`config.mk`:
```
export PLATFORM = sky130hd
export DESIGN_NAME = sai_tx_status
export DESIGN_NICKNAME = d
export VERILOG_FILES = /design/src/rtl/sai_tx_pkg.sv /design/src/rtl/sai_tx_ctrl_regs.sv /design/src/rtl/sai_tx_chan_flags.sv /design/src/rtl/sai_tx_irq_map.sv /design/src/rtl/sai_tx_status.sv
export SDC_FILE = /design/constraint.sdc
export NUM_CORES = 1
export LEC_CHECK = 0
export BUFFER_PORTS_ARGS = -buffer_cell sky130_fd_sc_hd__buf_2
export CELL_PAD_IN_SITES_DETAIL_PLACEMENT = 1
export CELL_PAD_IN_SITES_GLOBAL_PLACEMENT = 2
export CORE_MARGIN = 4
export CORE_UTILIZATION = 25
export DETAILED_ROUTE_END_ITERATION = 7
export PLACE_DENSITY = 0.89
export SLEW_MARGIN = 20
export SYNTH_ARGS = -nofsm -noshare
export SYNTH_HDL_FRONTEND = slang
export SYNTH_SLANG_ARGS = --single-unit
export TNS_END_PERCENT = 10
```
`constraint.sdc`:
```
create_clock -name clk -period 1.3 [get_ports clk]
set_input_delay 0.195 -clock clk [delete_from_list [all_inputs] [get_ports clk]]
set_output_delay 0.195 -clock clk [all_outputs]
set_load 0.005 [all_outputs]
```
`src/rtl/sai_tx_pkg.sv`:
```
`timescale 1ns/1ps
// Package: shared register addresses, bit positions and the control type
// for the serial audio transmit status controller.
// Assumes a byte-wide register bus and at most two channels.
package sai_tx_pkg;
    localparam int REG_AW  = 2;
    localparam int REG_DW  = 8;
    localparam int MAX_CH  = 2;

    localparam logic [REG_AW-1:0] ADDR_CTRL = 2'd0;
    localparam logic [REG_AW-1:0] ADDR_IEN  = 2'd1;
    localparam logic [REG_AW-1:0] ADDR_STAT = 2'd2;

    localparam int CB_GLB  = 0;
    localparam int CB_TX   = 1;
    localparam int CB_RX   = 2;
    localparam int CB_DUAL = 3;

    localparam int SB_EMPTY_BASE = 0;
    localparam int SB_UND_BASE   = MAX_CH;

    typedef struct packed {
        logic dual;
        logic rx_en;
        logic tx_en;
        logic glb_en;
    } ctrl_t;
endpackage

```
`src/rtl/sai_tx_ctrl_regs.sv`:
```
`timescale 1ns/1ps
// Module: control and interrupt-enable registers.
// Holds the global/transmit/receive enables, the two-channel selector and
// the transmit interrupt enable. The selector and interrupt enable are
// configuration bits that only accept writes while the registered global
// enable is 0. Assumes a single-cycle write strobe with address and data.
module sai_tx_ctrl_regs
    import sai_tx_pkg::*;
(
    input  logic              clk,
    input  logic              rst_n,
    input  logic              bus_we,
    input  logic [REG_AW-1:0] bus_addr,
    input  logic [REG_DW-1:0] bus_wdata,
    output ctrl_t             ctrl,
    output logic              tie
);
    logic wr_ctrl;
    logic wr_ien;
    logic cfg_open;
    logic unused_wdata;

    assign wr_ctrl  = bus_we && (bus_addr == ADDR_CTRL);
    assign wr_ien   = bus_we && (bus_addr == ADDR_IEN);
    assign cfg_open = !ctrl.glb_en;
    assign unused_wdata = ^bus_wdata[REG_DW-1:4];

    // Purpose: update enables always, configuration bits only while disabled.
    always_ff @(posedge clk) begin
        if (!rst_n) begin
            ctrl <= '0;
            tie  <= 1'b0;
        end else begin
            if (wr_ctrl) begin
                ctrl.glb_en <= bus_wdata[CB_GLB];
                ctrl.tx_en  <= bus_wdata[CB_TX];
                ctrl.rx_en  <= bus_wdata[CB_RX];
                if (cfg_open) begin
                    ctrl.dual <= bus_wdata[CB_DUAL];
                end
            end
            if (wr_ien && cfg_open) begin
                tie <= bus_wdata[0];
            end
        end
    end

    // configuration bits never move while the port is enabled
    assert_cfg_locked_R3: assert property (@(posedge clk) disable iff (!rst_n)
        ctrl.glb_en |=> ($stable(ctrl.dual) && $stable(tie)));
endmodule

```
`src/rtl/sai_tx_chan_flags.sv`:
```
`timescale 1ns/1ps
// Module: per-channel empty and underrun flags.
// Empty is set on reset and when the shifter consumes a word. A data write
// clears it and wins over a same-cycle consumption. Underrun is raised
// by a slot request on an empty register and cleared by a write-one
// strobe, with the raise winning. clear_i forces the power-on values
// (soft reset or inactive channel). Assumes run_i already includes the
// global enable.
module sai_tx_chan_flags (
    input  logic clk,
    input  logic rst_n,
    input  logic clear_i,
    input  logic run_i,
    input  logic dat_wr_i,
    input  logic slot_i,
    input  logic und_clr_i,
    output logic empty_o,
    output logic under_o
);
    logic take;

    assign take = run_i && slot_i;

    // Purpose: track holding-register occupancy and the underrun exception.
    always_ff @(posedge clk) begin
        if (!rst_n || clear_i) begin
            empty_o <= 1'b1;
            under_o <= 1'b0;
        end else begin
            if (dat_wr_i) begin
                empty_o <= 1'b0;
            end else if (take) begin
                empty_o <= 1'b1;
            end
            if (take && empty_o) begin
                under_o <= 1'b1;
            end else if (und_clr_i) begin
                under_o <= 1'b0;
            end
        end
    end

    // a data write on a live channel empties nothing on the next edge
    assert_wr_fills_R5: assert property (@(posedge clk) disable iff (!rst_n)
        (!clear_i && dat_wr_i) |=> !empty_o);

    // a slot request on an empty live register raises underrun
    assert_slot_underrun_R6: assert property (@(posedge clk) disable iff (!rst_n)
        (!clear_i && run_i && slot_i && empty_o) |=> under_o);

    // a clear with no competing raise removes the underrun
    assert_w1c_R7: assert property (@(posedge clk) disable iff (!rst_n)
        (!clear_i && und_clr_i && !(run_i && slot_i && empty_o)) |=> !under_o);

    // soft reset lands on the power-on flag values
    assert_soft_reset_R9: assert property (@(posedge clk) disable iff (!rst_n)
        clear_i |=> (empty_o && !under_o));
endmodule

```
`src/rtl/sai_tx_irq_map.sv`:
```
`timescale 1ns/1ps
// Module: maps per-channel flags to the two interrupt variants.
// An inactive channel drives both lines low. Assumes flags are registered
// upstream, so the outputs are glitch-free combinations of flops.
module sai_tx_irq_map #(
    parameter int NUM_CH = 2
) (
    input  logic              tie,
    input  logic [NUM_CH-1:0] active,
    input  logic [NUM_CH-1:0] empty,
    input  logic [NUM_CH-1:0] under,
    output logic [NUM_CH-1:0] irq_exc,
    output logic [NUM_CH-1:0] irq_plain
);
    // Purpose: split each channel's empty request by its exception status.
    always_comb begin
        for (int ch = 0; ch < NUM_CH; ch++) begin
            irq_exc[ch]   = tie && active[ch] && empty[ch] &&  under[ch];
            irq_plain[ch] = tie && active[ch] && empty[ch] && !under[ch];
        end
    end
endmodule

```
`src/rtl/sai_tx_status.sv`:
```
`timescale 1ns/1ps
// Module: top of the serial audio transmit status controller.
// Combines the control registers, one flag tracker per channel and the
// interrupt map, and serves register reads. Channel 0 is always active.
// Channel 1 is active only in two-channel mode. Assumes NUM_CH is 1 or 2.
module sai_tx_status
    import sai_tx_pkg::*;
#(
    parameter int NUM_CH = 2
) (
    input  logic              clk,
    input  logic              rst_n,
    input  logic              bus_we,
    input  logic [1:0]        bus_addr,
    input  logic [7:0]        bus_wdata,
    output logic [7:0]        bus_rdata,
    input  logic [NUM_CH-1:0] dat_wr,
    input  logic [NUM_CH-1:0] slot_req,
    output logic              tx_run,
    output logic              rx_run,
    output logic [NUM_CH-1:0] irq_exc,
    output logic [NUM_CH-1:0] irq_plain
);
    ctrl_t             ctrl;
    logic              tie;
    logic [NUM_CH-1:0] active;
    logic [NUM_CH-1:0] empty;
    logic [NUM_CH-1:0] under;
    logic [REG_DW-1:0] stat_byte;
    logic              stat_wr;

    assign tx_run  = ctrl.glb_en && ctrl.tx_en;
    assign rx_run  = ctrl.glb_en && ctrl.rx_en;
    assign stat_wr = bus_we && (bus_addr == ADDR_STAT);

    sai_tx_ctrl_regs u_ctrl (
        .clk       (clk),
        .rst_n     (rst_n),
        .bus_we    (bus_we),
        .bus_addr  (bus_addr),
        .bus_wdata (bus_wdata),
        .ctrl      (ctrl),
        .tie       (tie)
    );

    for (genvar ch = 0; ch < NUM_CH; ch++) begin : g_chan
        if (ch == 0) begin : g_primary
            assign active[ch] = 1'b1;
        end else begin : g_secondary
            assign active[ch] = ctrl.dual;
        end

        sai_tx_chan_flags u_flags (
            .clk       (clk),
            .rst_n     (rst_n),
            .clear_i   (!ctrl.glb_en || !active[ch]),
            .run_i     (tx_run),
            .dat_wr_i  (dat_wr[ch]),
            .slot_i    (slot_req[ch]),
            .und_clr_i (stat_wr && bus_wdata[SB_UND_BASE + ch]),
            .empty_o   (empty[ch]),
            .under_o   (under[ch])
        );
    end

    sai_tx_irq_map #(.NUM_CH(NUM_CH)) u_irq (
        .tie       (tie),
        .active    (active),
        .empty     (empty),
        .under     (under),
        .irq_exc   (irq_exc),
        .irq_plain (irq_plain)
    );

    // Purpose: place each channel's flags at their fixed status bit positions.
    always_comb begin
        stat_byte = '0;
        for (int ch = 0; ch < NUM_CH; ch++) begin
            stat_byte[SB_EMPTY_BASE + ch] = empty[ch];
            stat_byte[SB_UND_BASE + ch]   = under[ch];
        end
    end

    // Purpose: combinational register read mux.
    always_comb begin
        case (bus_addr)
            ADDR_CTRL: bus_rdata = {4'b0, ctrl};
            ADDR_IEN:  bus_rdata = {7'b0, tie};
            ADDR_STAT: bus_rdata = stat_byte;
            default:   bus_rdata = '0;
        endcase
    end

    if (NUM_CH > 1) begin : g_single_chk
        // dormant second channel stays at reset values and silent
        assert_ch1_quiet_R10: assert property (@(posedge clk) disable iff (!rst_n)
            !ctrl.dual |-> (empty[1] && !under[1] && !irq_exc[1] && !irq_plain[1]));
    end
endmodule

```
# Word-level counts from Yosys, hierarchy flattened
# Index checks and enable logic that the tools add are counted.
# W data, S select, Z words.
[word_totals] ff_bits=9 inputBits=17 output_inout_bits=14 elab_cells=54
[classes] eq_ne=2 n_mux=9 bitwise=1 n_reduce_logical=33
[op_table] operator="$logic_and A1 B1 Y1" count=19
[op_table] operator="$pmux W4 S3" count=1
[op_table] operator="$mux W1" count=8
[op_table] operator="$reduce_bool A2 Y1" count=4
[op_table] operator="$logic_not A1 Y1" count=5
[op_table] operator="$logic_or A1 B1 Y1" count=3
[op_table] operator="$eq A2 B1 Y1 const B" count=1
[op_table] operator="$eq A2 B2 Y1 const B" count=1
[op_table] operator="$logic_not A2 Y1" count=1
[op_table] operator="$reduce_and A2 Y1" count=1
[op_table] operator="$not A1 Y1" count=1

# Depth between registers and ports, before layout
# Gate-level depths: netlist of the first run.
[logic_depth] depth_word=5 depth_mapped=3

# Modules after synthesis
# From an unflattened synthesis of the first run, not the netlist that was laid out.
[unflattened] hier_cells=65 hier_area_um2=614.3
[by_module_without_submodules] module="sai_tx_ctrl_regs" instances=1 cells_per_inst=23 area_each_um2=247.7 seq_area_each_um2=100.1
[by_module_without_submodules] module="sai_tx_chan_flags" instances=2 cells_per_inst=8 area_each_um2=86.3 seq_area_each_um2=40.0
[by_module_without_submodules] module="sai_tx_status" instances=1 cells_per_inst=22 area_each_um2=155.1 seq_area_each_um2=0.0
[by_module_without_submodules] module="sai_tx_irq_map" instances=1 cells_per_inst=4 area_each_um2=38.8 seq_area_each_um2=0.0

# Worst setup path before layout of the first run
# OpenSTA, ideal clock, no wires.
[synth_path] kind="register to output" start="reg u_ctrl.ctrl[0] (netlist name)" end="out bus_rdata[0]" t_arrival_ns=0.691 required_ns=1.105 path_slack_ns=0.414 path_stages_with_launch=4 n_path_buf=1 path_cell_list="dfxtp_1 buf_4 mux2i_1 o22ai_1"
[synth_between] elab_chain_cells=1
[synth_rtl] item="$pmux W4 S3" line="sai_tx_status.sv:86" source="case (bus_addr)"
[synth_rtl] item="end, declared" line="sai_tx_status.sv:16" source="output logic [7:0] bus_rdata,"
# Every way passes these cells.

# Final worst setup path of the first run
[layout_path] start="reg u_ctrl.ctrl[0] (netlist name)" end="out bus_rdata[0]"
[layout_between] elab_chain_cells=1
[layout_rtl] item="$pmux W4 S3" line="sai_tx_status.sv:86"
# Every way passes these cells.

==> results.md, run 1 <==
* Status: completed
* Post-route ant nets at 0
* Cell Area, Synth at 583 µm²
* Fill cells at between 200 and 300
* CP Data Required Time at 1.11 ns
* Unrepaired setup endpoints after global routing: false
* Power per cell area at 836 nW/µm²
* Post-synth EDFFs at 0
* GPL Wtd Cong at a little over 0.7
* Peak Freq at around 830 MHz
* # DRC at 0
* H-tree depth at 1
* Height of the die at 56.3 µm
* Area growth, synth to finish at 21.7%
* HP Class: in2reg
* CP endpoint kind: output pin
* Syn_area_per_cell at roughly 8.7 µm²
* CP startpoint kind: flip-flop
* Top FF cell, synth: dfxtp_1
* Hold slack at about 0.11 ns
* # Post-CTS Setup Buffers at 0
* Post-synthesis sequential area ratio at a little under a third
* Layout Nets at 106
* Post-route minimum period at roughly 1.2 ns
* Yosys cell types at 23
* All-Layer GR Usage at 10.5%
* Initial antenna violation count at 0
* Synthesized instance count at 67
* CTS sink count at 9
* Num CTS Buffers at 3
* Vias in the first global route at about 570
* Initial DRC Count at 2
* P_leak at 0.337 nW
* Fin. Hold Viols at 0
* Async SR Flop Fraction at 0%
* VDD IR max at 240 µV
* Fin Setup TNS at 0 ns
* Layout cells sized above 1 at 37.5%
* Total power at slightly below 0.6 mW
* Drt pass-1 iters at 4
* I/O Buffers at 22
* Core Box Area at 2210 µm²
* CTS tree: done
* Diodes inserted at 0
* Max Cap Viol at 0
* Tcrit/Tclk final at 92.6%
* Synthesized flop and latch total at 9
* Overflow after GRT at 0
* Vias per std cell at 4.80
* Worst Path Max Fanout at 12
* Root Buffer: clkbuf_4
* Io pins at 31
* Crit path arrival time at 1.01 ns
* Dpl hpwl at 1160 µm
* Via Count at 557
* Starting Density at 26.4%
* WL final at 1460 µm
* Hold_buf cts at 0
* Die area at 3170 µm²
* Worst skew pair latency at around 0.26 ns
* Routed len/inst at 12.6 µm
* Setup Viol. Count Final at 0
* Worst Clk Skew at 0.000747 ns
* Pin count of the biggest net entering global routing at 14
* Maximum root-to-sink buffer count at 2
* CTS clk-pin slew, worst paths at 0.06 ns
* Row count at 17
* Setup Crit Path Kind: reg2out
* Slew Viols, Final at 0
* Die W at 56.3 µm
* YS warnings at 0
* First-pass GRT wire length at 2590 µm
==> worst max-delay path, stage by stage, from the launching register on <==
cell and delay (ns):
dfxtp_4 0.41, mux2i_1 0.09, o22ai_1 0.12, buf_2 0.13
==> metal layers <==
layer / wire length [µm] / track usage, % / vias up
li1: - / - / 269
met1: 564 / 10.6 / 258
met2: 739 / 18.4 / 25
met3: 118 / 2.99 / 5
met4: 37 / 7.12 / 0
met5: 0 / 0 / -
==> cells by family (layout without fill, tap and decap cells) <==
group                  after synthesis  in the layout  synth area share (%)
and+or+nand+nor                     31             31                  30.9
AOI/OAI and AO/OA                    7              7                  9.66
DFF                                  9              9                  30.9
buffers and inverters               10             28                  12.4
muxes                                9              9                  15.5
other                                1              4                 0.643
==> registers in the layout (all words and copies together), names as in the netlist <==
name,count
g_chan.u_flags.empty_o,2
g_chan.u_flags.under_o,2
u_ctrl.ctrl,4
u_ctrl.tie,1
==> Yosys cell counts, drive strengths merged, types with 2 or more instances <==
cell type / n / area share, %
nand2: 12 / 7.7
dfxtp: 9 / 31
mux2i: 9 / 15
buf: 8 / 11
nor2: 6 / 3.9
nand3: 3 / 2.6
and2: 2 / 2.1
and4b: 2 / 3.4
inv: 2 / 1.3
nand4: 2 / 2.1
o22ai: 2 / 2.1
==> worst paths after layout <==
check | slack (ns) | from | endpoint | cells past startpoint
max | 0.1 | u_ctrl.ctrl[0]$_SDFFE_PN0P_ | bus_rdata[0] | 3
min | 0.11 | dat_wr[0] | g_chan[0].u_flags.empty_o$_SDFFE_PP1P_ | 2
max reg2reg | 0.34 | u_ctrl.ctrl[0]$_SDFFE_PN0P_ | u_ctrl.ctrl[3]$_SDFFE_PN0P_ | 2
min reg2reg | 0.45 | u_ctrl.ctrl[3]$_SDFFE_PN0P_ | g_chan[1].u_flags.empty_o$_SDFFE_PP1P_ | 1
==> cells in the final DEF, fill, tap and decap left out, types with 2 or more instances in the layout <==
| master | n |
|---|---|
| mux2i_1 | 9 |
| and4b_1 | 2 |
| inv_1 | 2 |
| nor2_1 | 6 |
| buf_2 | 22 |
| dfxtp_1 | 4 |
| nand2_1 | 12 |
| nand4_1 | 2 |
| o22ai_1 | 2 |
| dfxtp_2 | 4 |
| clkbuf_4 | 3 |
| conb_1 | 4 |
| nand3_1 | 3 |
| and2_1 | 2 |
==> timing repair <==
item / 4_1_cts / 5_1_grt
gates resized for setup: 1 / 5
endpoints found under the hold margin: 0 / 0
setup endpoints to repair: 3 / 4
==> cell type report <==
class	count	area (µm²)	area share [%]
clock buffers	4	26.3	3.70
inverters	2	7.51	1.06
well taps	28	35.0	4.94
flip-flops and latches	9	189	26.6
multi-input cells	51	342	48.1
repair buffers	22	110	15.5
==> where the power goes <==
| group | switching, mW | total (mW) | internal (mW) |
|---|---|---|---|
| Combinational | 0.0422 | 0.0790 | 0.0367 |
| Clock | 0.105 | 0.223 | 0.119 |
| Sequential | 0.00967 | 0.291 | 0.281 |
| Total | 0.156 | 0.593 | 0.436 |
==> through the flow <==
step / std cells / utilization [%] / instance area [µm²] / setup slack [ns]
2_1_floorplan: 70 / - / 594 / 0.414
3_3_place_gp: 112 / 30.5 / 674 / 0.188
3_5_place_dp: 112 / 30.5 / 674 / 0.181
4_1_cts: 116 / 31.7 / 702 / 0.0376
5_1_grt: 116 / 32.1 / 709 / 0.0148
6_report: 116 / 32.1 / 709 / 0.0964
Power figures use the tool's default switching activity.
==> run 2, diff against run 1 <==
--- a/config.mk
+++ b/config.mk
@@ -9,9 +9,9 @@
 export CELL_PAD_IN_SITES_DETAIL_PLACEMENT = 1
 export CELL_PAD_IN_SITES_GLOBAL_PLACEMENT = 2
 export CORE_MARGIN = 4
-export CORE_UTILIZATION = 25
+export CORE_UTILIZATION = 21
 export DETAILED_ROUTE_END_ITERATION = 7
-export PLACE_DENSITY = 0.89
+export PLACE_DENSITY = 0.8
 export SLEW_MARGIN = 20
 export SYNTH_ARGS = -nofsm -noshare
 export SYNTH_HDL_FRONTEND = slang
==> constraint.sdc (replaced) <==
create_clock -name clk -period 1 [get_ports clk]
set_input_delay 0.15 -clock clk [delete_from_list [all_inputs] [get_ports clk]]
set_output_delay 0.15 -clock clk [all_outputs]
set_load 0.005 [all_outputs]
==> run 2 against run 1 <==
Effect of this change:
- the flow now finishes with violations (setup timing)
- clock-buffer cell count fell by 1
- non-clock buffer count up 4
- flip-flop and latch count unchanged
- die area increased by 16%
- combinational power grew 51%
- first-iteration DRC count rose to 11 times the previous value
- wire length is 7.0% higher
- register-to-register slack got worse by 0.43 ns
- highest routed layer unchanged
==> results.md, run 2 (synthesis gave the netlist of run 1 again) <==
* Setup Crit Path Kind: reg2out
* CP startpoint kind: flip-flop
* Failing checks: setup timing
* CP endpoint kind: output pin
* Routed len/inst at 12.8 µm (+1.7%)
* GPL Wtd Cong at 0.786 (+8.5%)
* Hold_buf cts at 0 (unchanged)
* Power per cell area at 1000 nW/µm² (+20%)
* Crit path arrival time at 1.00 ns (about the same)
* Reg power frac at 47.6% (-1.4 points)
* Height of the die at 60.7 µm (+7.8%)
* Clock Power Share at 37.2% (-0.5 points)
* Sw frac at 27.6% (+1.2 points)
* Initial antenna violation count at 0 (unchanged)
* Status: finished with violations
* Fin Setup TNS at -0.883 ns (-0.883 ns)
* First-pass GRT wire length at 2490 µm (-4.0%)
* Maximum root-to-sink buffer count at 2 (unchanged)
* Tcrit/Tclk final at 115%
* Die W at 60.7 µm (+7.8%)
* Core Box Area at 2570 µm² (+16%)
* H-tree depth at 1 (unchanged)
* Unrepaired setup endpoints after global routing: true
* Post-route ant nets at 0 (unchanged)
* Area of the multi-input gates at 369 µm² (+8.1%)
* Die area at 3680 µm² (+16%)
* Largest register FFs at 4 (unchanged)
* Post-route minimum period at 1.15 ns
* Placed Area at 699 µm² (+3.7%)
* Post-route cell area at 781 µm² (+10%)
* Root Buffer: clkbuf_4
* I/O Buffers at 22 (unchanged)
* Vias per std cell at 4.53 (-5.6%)
* CTS clk-pin slew, worst paths at 0.07 ns (about the same)
* P_leak at 0.361 nW (+7.3%)
* Io pins at 31 (unchanged)
* Core Util, Final at 30.4% (-1.7 points)
* Fin. Hold Viols at 0 (unchanged)
* Worst Clk Skew at 0.00395 ns (+0.00321 ns)
* HP Class: in2reg
* Worst Path Max Fanout at 5 (-7)
* Worst slack at placement at 0.00195 ns (-0.179 ns)
* Vias in the first global route at 551 (-3.5%)
* Comb pwr share at 15.2% (+1.9 points)
* Most common cell after layout, fill and taps aside: buf_2
* Setup ws final at -0.149 ns (-0.245 ns)
* Total power at 0.784 mW (+32%)
* P_int at 0.568 mW (+30%)
* Row count at 18 (+1)
* Drt pass-1 iters at 2 (-2)
* Register Area at 199 µm² (+5.3%)
* Pin count of the biggest net entering global routing at 11 (-3)
* Slew Viols, Final at 0 (unchanged)
* Fill cells at 323 (+17%)
* Worst skew pair latency at 0.27 ns (about the same)
* Peak Freq at 871 MHz
* CTS sink count at 9 (unchanged)
* Diodes inserted at 0 (unchanged)
* Sw Pwr at 0.217 mW (+38%)
* Dpl hpwl at 1230 µm (+6.6%)
* Initial DRC Count at 22 (+20)
* Layout cells sized above 1 at 51.1% (+14 points)
* Commonest cells after routing, fill and taps aside: buf_2 (22), nand2_1 (12), mux2i_1 (8)
* Area growth, synth to finish at 33.9%
* Layout Nets at 110 (+3.8%)
* Starting Density at 22.7% (-3.6 points)
* CTS tree: done
* Via Count at 553 (-0.72%)
* Largest register by flop count: u_ctrl.ctrl
* WL final at 1560 µm (+7.0%)
* Overflow after GRT at 0 (unchanged)
* Top flop regs: u_ctrl.ctrl: 4 flops, g_chan.u_flags.empty_o: 2 flops, g_chan.u_flags.under_o: 2 flops
* Setup Viol. Count Final at 13 (+13)
* VDD IR max at 375 µV (+56%)
* Num CTS Buffers at 3 (unchanged)
* # DRC at 0 (unchanged)
* CP Data Required Time at 0.85 ns (-0.26 ns)
* All-Layer GR Usage at 9.04% (-1.4 points)
* Max Cap Viol at 0 (unchanged)
-- run 2: changes by cell type in the layout (fill, tap and decap cells not counted), moves of 2 or more --
cell,delta
buf_4,+4
dfxtp_1,-4
dfxtp_2,+2
dfxtp_4,+2
nor2_1,-2
nor2_2,+2
-- run 2: final cells by class --
cell class | instances | area share (%)
tap | 30 | 4.81
clock inverter | 1 | 0.641
multi-input combinational | 51 | 47.3
clock buffer | 3 | 2.88
sequential | 9 | 25.5
timing repair buffer | 26 | 17.9
inverter | 2 | 0.962
-- run 2: power by group through the flow --
stage / registers, mW / logic [mW] / clock network, mW
2_1_floorplan: 0.381 / 0.0829 / 0
3_3_place_gp: 0.385 / 0.110 / 0
3_5_place_dp: 0.386 / 0.112 / 0
4_1_cts: 0.372 / 0.116 / 0.312
5_1_grt: 0.375 / 0.133 / 0.326
6_report: 0.373 / 0.119 / 0.292
-- run 2: worst paths after layout --
check                                      endpoint  depth (start not counted)  slack (ns)                         from
max                                    bus_rdata[0]                          3       -0.15  u_ctrl.ctrl[0]$_SDFFE_PN0P_
min          g_chan[0].u_flags.empty_o$_SDFFE_PP1P_                          2        0.05                    dat_wr[0]
max reg2reg             u_ctrl.ctrl[3]$_SDFFE_PN0P_                          3       -0.09  u_ctrl.ctrl[0]$_SDFFE_PN0P_
min reg2reg             u_ctrl.ctrl[2]$_SDFFE_PN0P_                          2        0.48  u_ctrl.ctrl[2]$_SDFFE_PN0P_
-- run 2: routing by layer --
metal	global-route usage, %	up-vias	share of wire [%]
li1	-	278	-
met1	11.0	256	43
met2	15.1	17	50
met3	1.49	2	6.1
met4	4.95	0	1.3
met5	0	-	0
-- run 2: worst max-delay path, cell delays in order, from the launching register on --
cell,delay (ns)
dfxtp_4,0.36
mux2i_2,0.16
o22ai_2,0.08
buf_2,0.13
-- run 2: what timing repair did --
item / 4_1_cts / 5_1_grt
endpoints found under the hold margin: 0 / 0
endpoints found under the setup margin: 12 / 14
pin swaps: 1 / 0
setup buffers: 1 / 0
resized for setup: 13 / 5
-- run 2: stage by stage --
stage	cells	hold slack, ns
floorplan	70	0.252
CTS	122	0.0392
global placement	117	0.341
detailed placement	117	0.344
finish	122	0.0509
global route	122	0.0369
==> run 3, diff against run 2 <==
==> constraint.sdc (replaced) <==
create_clock -name clk -period 1 [get_ports clk]
set_input_delay 0.3 -clock clk [delete_from_list [all_inputs] [get_ports clk]]
set_output_delay 0.3 -clock clk [all_outputs]
set_load 0.005 [all_outputs]
==> run 3 against run 2 <==
Effect of this change:
- hold slack better by 0.16 ns
- clock skew hardly changed
- via count up 8.9%
- clock-buffer cell count rose by 1
- final area is 14% higher
- the run still ends with setup timing left
- worst setup slack worse by 0.15 ns
- non-clock buffer count rose by 9
- clock power hardly changed
- flip-flop and latch count unchanged
- combinational power rose by 34%
- register-to-register slack got worse by 0.09 ns
- largest power group unchanged
==> results.md, run 3 (synthesis gave the netlist of run 1 again) <==
* Status: finished with violations
* Failing checks: setup timing
* Post-route cell area at 891 µm² (+14%)
* Max Cap Viol at 0 (unchanged)
* Fin. Hold Viols at 0 (unchanged)
* Height of the die at 60.7 µm (unchanged)
* Commonest cells after routing, fill and taps aside: buf_2 (20), nand2_1 (11), buf_4 (10)
* Tcrit/Tclk final at 130% (+15 points)
* Hold_buf cts at 0 (unchanged)
* Non-Filler Instances at 131 (+7.4%)
* Placed Cells at 125 (+6.8%)
* Hold slack at 0.206 ns (+0.155 ns)
* Initial DRC Count at 16 (-27%)
* CP endpoint kind: output pin
* Routed len/inst at 13.1 µm (+2.5%)
* Post-route ant nets at 0 (unchanged)
* Initial antenna violation count at 0 (unchanged)
* Post-route minimum period at 1.30 ns (+0.149 ns)
* Row count at 18 (unchanged)
* Area growth, synth to finish at 52.8%
* Starting Density at 22.7% (unchanged)
* Via Count at 602 (+8.9%)
* WL final at 1720 µm (+10%)
* CP cell instances: mux2i_2, o22ai_2, buf_2
* Worst Clk Skew at 0.00365 ns (-0.000309 ns)
* Power per cell area at 925 nW/µm² (-7.9%)
* All-Layer GR Usage at 10.4% (+1.4 points)
* Drt pass-1 iters at 4 (+2)
* # DRC at 0 (unchanged)
* CP startpoint kind: flip-flop
* Peak Freq at 771 MHz (-11%)
* Worst skew pair latency at 0.27 ns (about the same)
* H-tree depth at 1 (unchanged)
* CTS clk-pin slew, worst paths at 0.06 ns (about the same)
* Slowest CP cell: dfxtp_4
* Area of the multi-input gates at 373 µm² (+1.0%)
* Pin count of the biggest net entering global routing at 8 (-3)
* Crit path arrival time at 1.00 ns (about the same)
* Core Box Area at 2570 µm² (unchanged)
* Die area at 3680 µm² (unchanged)
* Setup Viol. Count Final at 13 (unchanged)
* Root Buffer: clkbuf_4
* First-pass GRT wire length at 2770 µm (+11%)
* Top flop regs: u_ctrl.ctrl: 4 flops, g_chan.u_flags.empty_o: 2 flops, g_chan.u_flags.under_o: 2 flops
* Most common cell after layout, fill and taps aside: buf_2
* Largest register by flop count: u_ctrl.ctrl
* Fin Setup TNS at -2.71 ns (-1.83 ns)
* Unrepaired setup endpoints after global routing: true
* Overflow after GRT at 0 (unchanged)
* Io pins at 31 (unchanged)
* Worst Path Max Fanout at 4 (-1)
* CTS tree: done
* Vias per std cell at 4.60 (+1.4%)
* CP Data Required Time at 0.70 ns (-0.15 ns)
* Diodes inserted at 0 (unchanged)
* HP Class: in2reg
* Dpl hpwl at 1340 µm (+8.4%)
* P_leak at 0.421 nW (+16%)
* I/O Buffers at 22 (unchanged)
* VDD IR max at 379 µV (+1.1%)
* Largest register FFs at 4 (unchanged)
* Slew Viols, Final at 0 (unchanged)
* Maximum root-to-sink buffer count at 2 (unchanged)
* Layout cells sized above 1 at 54.5% (+3.4 points)
* Num CTS Buffers at 3 (unchanged)
* Placed Area at 785 µm² (+12%)
* Fill cells at 328 (+1.5%)
* GPL Wtd Cong at 0.789 (+0.41%)
* Max stage delay on crit path at 0.37 ns (about the same)
* Setup Crit Path Kind: reg2out
* Layout Nets at 119 (+8.2%)
* Register Area at 198 µm² (-0.63%)
* CTS sink count at 9 (unchanged)
* Vias in the first global route at 597 (+8.3%)
* Die W at 60.7 µm (unchanged)
* Setup ws final at -0.297 ns (-0.149 ns)
==> run 3: per-stage QoR <==
stage / setup slack, ns / utilization, % / power, mW
floorplan: 0.00370 / - / 0.464
global placement: -0.192 / 30.6 / 0.525
detailed placement: -0.216 / 30.6 / 0.527
CTS: -0.295 / 33.8 / 0.833
global route: -0.350 / 34.7 / 0.891
finish: -0.297 / 34.7 / 0.824
==> run 3: final timing paths <==
kind / to / slack [ns] / cells past startpoint / startpoint
worst max-delay path: bus_rdata[0] / -0.30 / 3 / u_ctrl.ctrl[0]$_SDFFE_PN0P_
worst min-delay path: g_chan[0].u_flags.empty_o$_SDFFE_PP1P_ / 0.21 / 2 / dat_wr[0]
worst max register to register: u_ctrl.ctrl[3]$_SDFFE_PN0P_ / -0.18 / 4 / u_ctrl.ctrl[0]$_SDFFE_PN0P_
worst min register to register: u_ctrl.ctrl[2]$_SDFFE_PN0P_ / 0.48 / 2 / u_ctrl.ctrl[2]$_SDFFE_PN0P_
==> run 3: critical path, delay by kind of cell, from the launching register on <==
family                 cells  cell delay (ns)
flip-flops                 1             0.37
AO/OA/AOI/OAI              1             0.07
buffers and inverters      1             0.13
multiplexers               1             0.16
==> run 3: power by group <==
part	internal, mW	switching (mW)	leakage [nW]	total [mW]
Clock	0.154	0.139	0.0150	0.294
Combinational	0.0869	0.0726	0.330	0.159
Sequential	0.361	0.0100	0.0757	0.371
Total	0.602	0.222	0.421	0.824
==> run 3: what timing repair did <==
item                       CTS  global route
setup buffers                1             1
setup endpoints to repair   13            14
pin swaps                    2             1
gates cloned                 0             0
resized for setup           17             4
==> run 3: cell type report <==
type,count,share of cell area [%]
tap,30,4.21
multi-input combinational,51,41.9
clock buffer,4,2.95
timing repair buffer,35,27.9
sequential,9,22.2
inverter,2,0.843
==> run 3: routing by layer <==
metal  vias up  GRT usage, %  routed length (µm)  share of wire, %
met5         -             0                   0                 0
met4         0          5.57                  39               2.3
met3         5          2.55                 118               6.9
met2        20          17.3                 862                50
met1       282          12.4                 699                41
li1        295             -                   -                 -
